===== src/rtl/beat_burst_pkg.sv =====
package beat_burst_pkg;
  localparam int QUAL_W = 4;
  localparam int Q_COMPRESS = 0;
  localparam int Q_GUARDED  = 1;
  localparam int Q_ORDERED  = 2;
  localparam int Q_LOCKERR  = 3;

  typedef struct packed {
    logic load;
    logic inc;
    logic clr;
  } dpStrobe_t;
endpackage


===== src/rtl/beat_burst_dp.sv =====
module beat_burst_dp
  import beat_burst_pkg::*;
#(
  parameter int CNT_W = 8
) (
  input  logic              clk,
  input  logic              rstN,
  input  dpStrobe_t         strobe,
  input  logic [CNT_W-1:0]  cmdBurstLen,
  input  logic              cmdIsBurst,
  input  logic              cmdIsRead,
  input  logic [QUAL_W-1:0] cmdQual,
  output logic [CNT_W-1:0]  beatCnt,
  output logic              isRead,
  output logic [QUAL_W-1:0] qualReg,
  output logic              multiBeatCmd,
  output logic              atDropPoint
);
  localparam logic [CNT_W-1:0] CNT_MAX = {CNT_W{1'b1}};
  localparam logic [CNT_W-1:0] ONE     = CNT_W'(1);
  localparam logic [CNT_W-1:0] TWO     = CNT_W'(2);

  logic [CNT_W-1:0] lenReg;
  logic [CNT_W-1:0] lenNext;
  logic             cntSat;

  always_comb begin
    if (!cmdIsBurst || cmdBurstLen == '0) lenNext = ONE;
    else                                  lenNext = cmdBurstLen;
  end

  assign multiBeatCmd = (lenNext >= TWO);
  assign cntSat       = (beatCnt == CNT_MAX);
  assign atDropPoint  = (beatCnt == lenReg - TWO);

  always_ff @(posedge clk or negedge rstN) begin
    if (!rstN) begin
      lenReg  <= ONE;
      beatCnt <= '0;
      isRead  <= 1'b0;
      qualReg <= '0;
    end else if (strobe.load) begin
      lenReg  <= lenNext;
      beatCnt <= '0;
      isRead  <= cmdIsRead;
      qualReg <= cmdQual;
    end else if (strobe.clr) begin
      beatCnt <= '0;
    end else if (strobe.inc && !cntSat) begin
      beatCnt <= beatCnt + ONE;
    end
  end
endmodule


===== src/rtl/beat_burst_seq.sv =====
module beat_burst_seq
  import beat_burst_pkg::*;
(
  input  logic      clk,
  input  logic      rstN,
  input  logic      cmdValid,
  input  logic      beatAck,
  input  logic      slaveTerm,
  input  logic      overrunEn,
  input  logic      multiBeatCmd,
  input  logic      atDropPoint,
  output dpStrobe_t strobe,
  output logic      active,
  output logic      burstOn,
  output logic      doneOut
);
  logic accept;
  logic finalBeat;
  logic dropNow;

  assign accept    = cmdValid && !active;
  assign finalBeat = active && beatAck && !burstOn;
  assign dropNow   = burstOn && (slaveTerm || (beatAck && !overrunEn && atDropPoint));

  always_comb begin
    strobe      = '0;
    strobe.load = accept;
    strobe.clr  = finalBeat;
    strobe.inc  = active && burstOn && beatAck && !slaveTerm;
  end

  always_ff @(posedge clk or negedge rstN) begin
    if (!rstN) begin
      active  <= 1'b0;
      burstOn <= 1'b0;
      doneOut <= 1'b0;
    end else begin
      doneOut <= finalBeat;
      if (accept) begin
        active  <= 1'b1;
        burstOn <= multiBeatCmd;
      end else begin
        if (finalBeat) active  <= 1'b0;
        if (dropNow)   burstOn <= 1'b0;
      end
    end
  end
endmodule


===== src/rtl/beat_burst_unit.sv =====
module beat_burst_unit
  import beat_burst_pkg::*;
#(
  parameter int CNT_W = 8
) (
  input  logic              clk,
  input  logic              rstN,
  input  logic              cmdValid,
  input  logic [CNT_W-1:0]  cmdBurstLen,
  input  logic              cmdIsRead,
  input  logic              cmdIsBurst,
  input  logic [3:0]        cmdQual,
  input  logic              beatAck,
  input  logic              slaveTerm,
  input  logic              reqPhase,
  input  logic              overrunEn,
  output logic              rdBurst,
  output logic              wrBurst,
  output logic              xferDone,
  output logic [CNT_W-1:0]  beatCnt,
  output logic              compressOut,
  output logic              guardedOut,
  output logic              orderedOut,
  output logic              lockErrOut
);
  dpStrobe_t         strobe;
  logic              active;
  logic              burstOn;
  logic              isRead;
  logic [QUAL_W-1:0] qualReg;
  logic [QUAL_W-1:0] qualGated;
  logic              multiBeatCmd;
  logic              atDropPoint;

  beat_burst_seq u_seq (
    .clk          (clk),
    .rstN         (rstN),
    .cmdValid     (cmdValid),
    .beatAck      (beatAck),
    .slaveTerm    (slaveTerm),
    .overrunEn    (overrunEn),
    .multiBeatCmd (multiBeatCmd),
    .atDropPoint  (atDropPoint),
    .strobe       (strobe),
    .active       (active),
    .burstOn      (burstOn),
    .doneOut      (xferDone)
  );

  beat_burst_dp #(.CNT_W(CNT_W)) u_dp (
    .clk          (clk),
    .rstN         (rstN),
    .strobe       (strobe),
    .cmdBurstLen  (cmdBurstLen),
    .cmdIsBurst   (cmdIsBurst),
    .cmdIsRead    (cmdIsRead),
    .cmdQual      (cmdQual),
    .beatCnt      (beatCnt),
    .isRead       (isRead),
    .qualReg      (qualReg),
    .multiBeatCmd (multiBeatCmd),
    .atDropPoint  (atDropPoint)
  );

  assign rdBurst = burstOn && isRead;
  assign wrBurst = burstOn && !isRead;

  for (genvar q = 0; q < QUAL_W; q++) begin : g_qual
    assign qualGated[q] = qualReg[q] && active && reqPhase;
  end

  assign compressOut = qualGated[Q_COMPRESS];
  assign guardedOut  = qualGated[Q_GUARDED];
  assign orderedOut  = qualGated[Q_ORDERED];
  assign lockErrOut  = qualGated[Q_LOCKERR];
endmodule


===== config.mk =====
export PLATFORM = sky130hd
export DESIGN_NAME = beat_burst_unit
export DESIGN_NICKNAME = d
export VERILOG_FILES = /design/src/rtl/beat_burst_pkg.sv /design/src/rtl/beat_burst_dp.sv /design/src/rtl/beat_burst_seq.sv /design/src/rtl/beat_burst_unit.sv
export SDC_FILE = /design/constraint.sdc
export NUM_CORES = 1
export LEC_CHECK = 0
export ABC_AREA = 1
export BUFFER_PORTS_ARGS = -buffer_cell sky130_fd_sc_hd__buf_4
export CAP_MARGIN = 20
export CORE_UTILIZATION = 55
export CTS_BUF_LIST = sky130_fd_sc_hd__clkbuf_4
export CTS_CLUSTER_SIZE = 8
export DETAILED_ROUTE_END_ITERATION = 8
export PLACE_DENSITY = 0.93
export SYNTH_ARGS = -nofsm -noshare
export SYNTH_HDL_FRONTEND = slang
export SYNTH_SLANG_ARGS = --single-unit
export TNS_END_PERCENT = 20

===== constraint.sdc =====
create_clock -name clk -period 1.7 [get_ports clk]
set_clock_uncertainty 0.1 [all_clocks]
set_input_delay 0.085 -clock clk [delete_from_list [all_inputs] [get_ports clk]]
set_output_delay 0.085 -clock clk [all_outputs]
set_load 0.1 [all_outputs]

# --- After elaboration in Yosys (flattened, before gate mapping) ---
# Index checks and enable logic that the tools add are counted.
word_totals:
  regBits: 24
  inputBits: 21
  out_inout_bits: 15
  wordCells: 53
op_classes:
  n_addsub: 2
  magnitude_cmp: 1
  n_eq_ne: 2
  n_mux: 8
  n_reduce_logical: 33
ops:
  columns: ["cell", "n"]
  rows:
  - ["2-to-1 mux 8 bit", 4]
  - ["logical AND 1 bit", 20]
  - ["adder 8 x 1 -> 8 bit (second input constant)", 1]
  - ["== test 8 bit", 1]
  - ["== test 8 bit (second input constant)", 1]
  - ["greater-or-equal comparator 8 x 2 -> 1 bit (second input constant)", 1]
  - ["logical NOT 8 bit", 1]
  - ["subtractor 8 x 2 -> 8 bit (second input constant)", 1]
  - ["logical NOT 1 bit", 7]
  - ["2-to-1 mux 1 bit", 4]
  - ["nonzero test 2 bit", 2]
  - ["nonzero test 3 bit", 1]
  - ["logical OR 1 bit", 2]

# --- Logic depth before layout (Yosys ltp) ---
# Gate-level depths: netlist of run 1.
depth:
  word_depth: 7
  mapped_depth: 12
  ltp_nobuf: 12

# --- Hierarchy ---
# A second synthesis of run 1 with hierarchy kept.
hier_totals:
  hier_cells: 207
  hier_area_um2: 1488.9
by_module_without_submodules:
  columns: ["mod", "n_inst", "cells_per_inst", "area_per_inst_um2", "seq_area_each_um2"]
  rows:
  - ["beat_burst_dp", 1, 175, 1285.0, 526.8]
  - ["beat_burst_seq", 1, 19, 152.6, 75.1]
  - ["beat_burst_unit", 1, 13, 51.3, 0.0]

# --- Worst setup path after synthesis of run 1 ---
# Ideal clock, no wire load.
synth_timing:
  path_kind: "register to register"
  from: "register u_dp.beatCnt[1]"
  to: "register u_dp.beatCnt[5]"
  setup_time_ns: 0.076
  arrival_time_ns: 2.056
  required_time_ns: 1.524
  path_slack_ns: -0.532
  path_stages_with_launch: 10
  path_buffers: 0
  synth_period_minus_slack_ns: 2.232
  path_cell_list: "dfrtp_1 -> ha_1 -> nand3_2 -> nor2_4 -> nand2_2 -> nand2_4 -> nand2_4 -> clkinv_2 -> nand2_1 -> o21ai_1"
synth_via:
  elab_chain_cells: 4
  elab_cells_between_ends: 8
  cone_classes: "1 x add/sub; 1 x eq/ne; 3 x mux; 3 x reduce/logical"
synth_lines:
  columns: ["item", "line", "text"]
  rows:
  - ["start: declaration", "beat_burst_dp.sv:13", "output logic [CNT_W-1:0] beatCnt,"]
  - ["start signal: assignment", "beat_burst_dp.sv:50", "beatCnt <= beatCnt + ONE;"]
  - ["adder 8 x 1 -> 8 bit / == test 8 bit (equally long branches)", "beat_burst_dp.sv:50, beat_burst_dp.sv:33", null]
  - ["2-to-1 mux 8 bit / logical NOT 1 bit (equally long branches)", "beat_burst_dp.sv:49", "end else if (strobe.inc && !cntSat) begin"]
  - ["2-to-1 mux 8 bit / logical AND 1 bit (equally long branches)", "beat_burst_dp.sv:47, beat_burst_dp.sv:49", null]
  - ["2-to-1 mux 8 bit / nonzero test 3 bit (equally long branches)", null, null]
# Parallel ways exist; a longest one is shown, timed or not. The select of a mux whose other input is x is not followed.
# A chain may end at the register's enable or synchronous reset.

# --- Worst setup path after layout of run 1 ---
layout_timing:
  from: "register u_seq.active"
  to: "register u_dp.lenReg[4]"
layout_via:
  elab_chain_cells: 2
layout_lines:
  columns: ["item", "line", "text"]
  rows:
  - ["start: declaration", "beat_burst_seq.sv:13", "output logic active,"]
  - ["start signal: assignment", "beat_burst_seq.sv:34", "active <= 1'b0;"]
  - ["start signal: assignment", "beat_burst_seq.sv:40", "active <= 1'b1;"]
  - ["start signal: assignment", "beat_burst_seq.sv:43", "if (finalBeat) active <= 1'b0;"]
  - ["logical NOT 1 bit", "beat_burst_seq.sv:21", "assign accept = cmdValid && !active;"]
  - ["logical AND 1 bit", "beat_burst_seq.sv:21", null]
  - ["end signal: assignment", "beat_burst_dp.sv:43", "lenReg <= lenNext;"]
  - ["end: declaration", "beat_burst_dp.sv:23", "logic [CNT_W-1:0] lenReg;"]
# Every way passes these cells.

==> results.md, run 1 <==
- Status: finished, final reports clean
- Post-Syn Area per Cell: roughly 6.8 µm²
- Synth area leader: dfrtp_1
- Multi-input logic area: between 700 and 800 µm²
- Clock latency on the worst-skew pair: 0.34 ns
- Clock power frac: between 10 and 15%
- Kind of end point of the critical path: flop
- Layout Cells excl Fill: 314
- Hold depth: 3
- Die width: 54.3 µm
- EDFF count, synth: 0
- Synth unique cells: 29
- Synth Flop Type: dfrtp_1
- Reg clk slew, reported paths: ~0.14 ns
- CP startpoint kind: flop
- Net Sw Frac: between 40 and 50%
- Slew Limit Fails: 0
- Worst R2R End: u_dp.lenReg[4]
- Dominant cells by area after synthesis: dfrtp_1 38%, nand2_1 20%, inv_1 7.5%, nor2_1 6.5%, o21ai_0 4.0%
- WHS Endpoint: u_seq.doneOut
- Combinational power share: 46.3%
- Hold_sp: beatAck
- Critical path's slowest cell: dfrtp_1
- Final std cell area, no fill: 2100 µm²
- Port Buf Inserts: 35
- Flop pwr share: around two fifths
- Pwr dens: about 950 nW/µm²
- Unrepaired setup endpoints after global routing: no
- Cells after Synth: between 200 and 250
- Max VDD drop: between 1000 and 1500 µV
- Reg2reg start: u_seq.active
- Fmax achieved: 0.635 GHz
- CP max stage delay: between 0.4 and 0.5 ns
- Power Total: about 2.0 mW
- Die ar.: about 2900 µm²
- Initial antenna violation count: 0
- Nets: between 300 and 400
- Reg2Reg Setup Slack: 0.12 ns
- Sink Count: 24
- DRC violation count after routing: 0
- Tcrit/Tclk final: between 90% and 100%
- Final setup margin: about 0.12 ns
- Std cell rows: 18
- Final Wtd Congestion: about 0.90
- Hpwl dp: between 2000 and 3000 µm
- FFs w/ async S/R, synth: 100%
- Setup-violating endpoint count in the final report: 0
- Leakage power: 1.09 nW
- Gr ovfl total: 0
- Kind of critical path: reg2reg
- Cell count after placement: approximately 290
- Worst min path class: in2reg
- Cell family with most CP delay: flip-flops
- ANT cells: 0
- Ports: 36
- Global-route wire length before repair: 7380 µm
- Post-cts gate resize count: 0
- Layout area overhead: 39.8%
- Final Hold Viols: 0
- Worst R2R Path Depth: 3
- WP buf/inv: 1
- CP Data Arrival Time: approximately 1.7 ns
- Max cap viols: 0
- Worst-path fanout max: 18
- Worst-margin pin slew: between 0.4 and 0.5 ns
- Slew HR: about 70%
- Drt via density: 5.40
- Drt total wl: between 4000 and 5000 µm
- Top cell type's share of synthesized area: 38.3%
- Synthesized cell area: 1500 µm²
- CTS H-tree lvls: 1
- Hold_ws: slightly above 0.06 ns
- CTS Root Buffer Type: clkbuf_4
- Cell Int Power: 1.09 mW
- DP Worst Slack: 0.130 ns
- Minimum clock period after layout: around 1.6 ns
- CTS Buffer Depth: 2
- DP Area: 1830 µm²
- Die Span Y: 54.3 µm
- Worst path cell trace: nor2_1, inv_2, o21ai_0
- CTS Buf Count: 3
- CTS tree: yes
- Core area: between 2000 and 3000 µm²
- Total track usage: between 30% and 40%
- Register area: around 620 µm²
- Share of layout cells above drive strength 1: approximately 23%
- Number of global-route vias before repair: between 1,500 and 2,000
- Cell with the most instances after synthesis: nand2_1
- Post-synth top cells: 79 x nand2_1, 30 x inv_1, 26 x nor2_1, 23 x dfrtp_1, 12 x o21ai_0
- First drt pass iteration count: 5
- Final ANT Viol Nets: 0
- DR WL/cell: 14.6 µm
- Yosys Warn Count: 0
- NetSw: 0.900 mW
- Largest net degree at the start of global routing: 25
- Via Count: roughly 1,700
- Fillers: ~150
- Req. time, crit path: around 1.8 ns
- Seq cells post-synth: 24
- Starting Density: between 50% and 60%
- Synthesized net count: 245
- DRT iter0 DRCs: 96
- Seq/Total Area, Yosys: around 40%
power by group through the flow:
stage / Combinational [mW] / Clock [mW] / Sequential (mW)
after global placement: 0.798 / 0 / 0.766
after CTS: 0.864 / 0.283 / 0.763
after detailed placement: 0.821 / 0 / 0.774
after global routing: 1.02 / 0.314 / 0.782
final: 0.922 / 0.292 / 0.777
after floorplan: 0.585 / 0 / 0.801
tightest hold or removal path: stages:
cell     delay [ns]
buf_4          0.12
nand2_1        0.14
nor2_2         0.10
repair_timing:
item / CTS / global route
setup endpoints to repair: 0 / 1
hold buffers: 23 / 0
buffers inserted: 0 / 2
hold endpoints to repair: 39 / 0
kinds of logic after synthesis:
family / synth area share (%)
AOI/OAI and AO/OA: 7.32
xor gates and xnor gates: 2.91
adders and majority gates: 1.66
buffers and inverters: 9.40
DFF: 40.0
and+or+nand+nor: 38.7
layout make-up:
class / instances / area share [%]
flip-flops and latches: 24 / 29.3
multi-input cells: 161 / 36.8
inverters: 34 / 6.13
well taps: 30 / 1.79
repair buffers: 61 / 24.5
clock buffers: 4 / 1.43
layout by cell type (no fill, tap or decap), drive strengths merged, types with 3 or more instances in the layout:
| master | Yosys | final |
|---|---|---|
| nand2 | 83 | 83 |
| buf | 0 | 38 |
| inv | 33 | 33 |
| nor2 | 28 | 28 |
| dlygate4sd3 | 0 | 23 |
| dfrtp | 23 | 23 |
| o21ai | 18 | 18 |
| nand3 | 12 | 12 |
| clkbuf | 3 | 4 |
| nor3 | 4 | 4 |
| nand4 | 3 | 3 |
| xor2 | 3 | 3 |
worst max path at each step:
stage / endpoint / start / cells past startpoint / slack (ns)
2_1_floorplan: compressOut / u_seq.active / 2 / -0.20
3_3_place_gp: u_seq.burstOn / u_dp.lenReg[1] / 12 / 0.20
3_5_place_dp: u_seq.burstOn / u_dp.lenReg[1] / 12 / 0.13
4_1_cts: u_seq.burstOn / u_dp.lenReg[1] / 12 / 0.13
5_1_grt: u_seq.burstOn / u_dp.lenReg[2] / 12 / 0.005
6_report: u_dp.lenReg[4] / u_seq.active / 3 / 0.12
metal layers:
| metal | track usage (%) | part of all wire, % | wire (µm) |
|---|---|---|---|
| met1 | 41.4 | 41 | 1890 |
| met2 | 61.0 | 49 | 2240 |
| met3 | 7.22 | 7.2 | 327 |
| met4 | 20.5 | 2.5 | 116 |
| met5 | 0 | 0 | 0 |
registers in the layout, summed over array words and instances (netlist names):
name           count
u_dp.qualReg       4
u_seq.active       1
u_dp.lenReg        8
u_seq.doneOut      1
u_seq.burstOn      1
u_dp.beatCnt       8
u_dp.isRead        1
per-stage QoR:
stage                     utilization, %  TNS (ns)
after floorplan                        -    -0.967
after global placement              72.4         0
after detailed placement            72.4         0
after CTS                           82.7         0
after global routing                83.3         0
final                               83.3         0
No activity file was read; power rests on OpenSTA's default activity.
==> run 2: changes to the inputs <==
--- a/config.mk
+++ b/config.mk
@@ -13,6 +13,8 @@
 export CTS_CLUSTER_SIZE = 8
 export DETAILED_ROUTE_END_ITERATION = 8
 export PLACE_DENSITY = 0.93
+export RECOVER_POWER = 100
+export SLEW_MARGIN = 15
 export SYNTH_ARGS = -nofsm -noshare
 export SYNTH_HDL_FRONTEND = slang
 export SYNTH_SLANG_ARGS = --single-unit
==> run 2 against run 1 <==
Compared with the run above:
- final cell count is the same
- register-to-register slack worse by 0.03 ns
- global-route usage stayed put
- critical path depth did not move
- maximum frequency down 2.1%
- via count increased by 1.3%
- die area unchanged
- clock-buffer cell count unchanged
- largest cell class unchanged
- largest power group unchanged
==> results.md, run 2 (synthesis results as in run 1) <==
- First drt pass iteration count: 6 (+1)
- Die ar.: 2950 µm² (unchanged)
- Worst-margin pin slew: 0.598 ns (+0.124 ns)
- Final Hold Viols: 0 (unchanged)
- Cell count after placement: 285 (unchanged)
- Tcrit/Tclk final: 94.7% (+2.0 points)
- Kind of end point of the critical path: flop
- Final Wtd Congestion: 0.898 (unchanged)
- Leakage power: 1.08 nW (-0.83%)
- Final ANT Viol Nets: 0 (unchanged)
- Multi-input logic area: 769 µm² (-0.49%)
- CP startpoint kind: flop
- DR WL/cell: 14.6 µm (+0.50%)
- Sink Count: 24 (unchanged)
- Biggest regs: u_dp.beatCnt x8, u_dp.lenReg x8, u_dp.qualReg x4
- Final setup margin: 0.0895 ns (-0.0344 ns)
- DRC violation count after routing: 0 (unchanged)
- Slew Limit Fails: 0 (unchanged)
- CTS H-tree lvls: 1 (unchanged)
- DP Area: 1830 µm² (unchanged)
- Layout Cells excl Fill: 314 (unchanged)
- Max VDD drop: 1010 µV (-1.0%)
- Post-Route Setup TNS: 0 ns (unchanged)
- Worst min path class: in2reg
- Unrepaired setup endpoints after global routing: no
- Setup-violating endpoint count in the final report: 0 (unchanged)
- Die Span Y: 54.3 µm (unchanged)
- Via Count: 1,718 (+1.3%)
- Max cap viols: 0 (unchanged)
- Core area: 2520 µm² (unchanged)
- Most frequent cells in the layout: 79 x nand2_1, 32 x inv_1, 26 x nor2_1
- DRT iter0 DRCs: 105 (+9.4%)
- DP Worst Slack: 0.130 ns (unchanged)
- Most common cell after layout, fill and taps aside: nand2_1
- Pwr dens: 954 nW/µm² (+0.71%)
- Hold_ws: 0.0586 ns (-0.00176 ns)
- Layout area overhead: 37.4%
- Fmax achieved: 0.621 GHz (-2.1%)
- Clock latency on the worst-skew pair: 0.33 ns (about the same)
- Worst-path fanout max: 18 (unchanged)
- Starting Density: 59.6% (unchanged)
- Ports: 36 (unchanged)
- Nets: 308 (unchanged)
- Global-route wire length before repair: 7380 µm (unchanged)
- Fillers: 151 (+4.1%)
- CTS Buf Count: 3 (unchanged)
- Share of layout cells above drive strength 1: 22.2% (-1.1 points)
- Initial antenna violation count: 0 (unchanged)
- Post-cts gate resize count: 0 (unchanged)
- CP Data Arrival Time: 1.75 ns (+0.03 ns)
- ANT cells: 0 (unchanged)
- Minimum clock period after layout: 1.61 ns (+0.0344 ns)
- Register area: 617 µm² (unchanged)
- Slew HR: 60.2% (-8.2 points)
- Drt total wl: 4600 µm (+0.50%)
- Reg clk slew, reported paths: 0.14 ns (about the same)
- Final std cell area, no fill: 2070 µm² (-1.7%)
- Status: finished, final reports clean
- Total track usage: 35.8% (unchanged)
- Hpwl dp: 2640 µm (unchanged)
- CTS Root Buffer Type: clkbuf_4
- Drt via density: 5.47 (+1.3%)
- Req. time, crit path: 1.84 ns (about the same)
- Kind of critical path: reg2reg
- Die width: 54.3 µm (unchanged)
- CTS tree: yes
- Gr ovfl total: 0 (unchanged)
- Port Buf Inserts: 35 (unchanged)
- Std cell rows: 18 (unchanged)
- Number of global-route vias before repair: 1,713 (unchanged)
- Largest net degree at the start of global routing: 25 (unchanged)
- CTS Buffer Depth: 2 (unchanged)
-- run 2: report_power, final --
part / internal [mW] / switching (mW)
Combinational: 0.291 / 0.614
Clock: 0.108 / 0.182
Sequential: 0.679 / 0.0981
Total: 1.08 / 0.894
-- run 2: layout make-up --
type,count,share of cell area [%]
inverter,34,6.17
tap,30,1.82
timing repair buffer,61,23.5
clock buffer,4,1.45
multi-input combinational,161,37.2
sequential,24,29.8
-- run 2: final timing paths --
check	slack, ns	from	cells past startpoint	end
hold reg to reg	0.46	u_dp.isRead	2	u_dp.isRead
setup / recovery	0.09	u_seq.active	3	u_dp.lenReg[4]
setup reg to reg	0.09	u_seq.active	3	u_dp.lenReg[4]
hold / removal	0.06	beatAck	3	u_seq.doneOut
min in group asynchronous	0.17	rstN	2	u_dp.isRead
max in group asynchronous	0.88	rstN	2	u_dp.beatCnt[0]
-- run 2: per-layer routing --
metal  wire length [µm]  global-route usage [%]  up-vias  part of all wire, %
met5                  0                       0        -                    0
met3                348                    7.22       15                  7.6
met1               1890                    41.4      805                   41
met2               2210                    61.0       92                   48
li1                   -                       -      806                    -
met4                141                    20.5        0                  3.1
-- run 2: timing repair --
| item | 4_1_cts | 5_1_grt |
|---|---|---|
| endpoints found under the hold margin | 39 | 0 |
| setup endpoints to repair | 0 | 1 |
| setup buffers | 0 | 2 |
| hold buffers | 23 | 0 |
-- run 2: critical path: stages (launching register included) --
cell,delay (ns)
dfrtp_1,0.44
nor2_1,0.42
inv_2,0.26
o21ai_0,0.30
-- run 2: metrics by stage --
step                power, mW  util (%)
floorplan                1.39         -
global placement         1.56      72.4
detailed placement       1.60      72.4
CTS                      1.91      82.7
global route             2.10      81.9
finish                   1.97      81.9
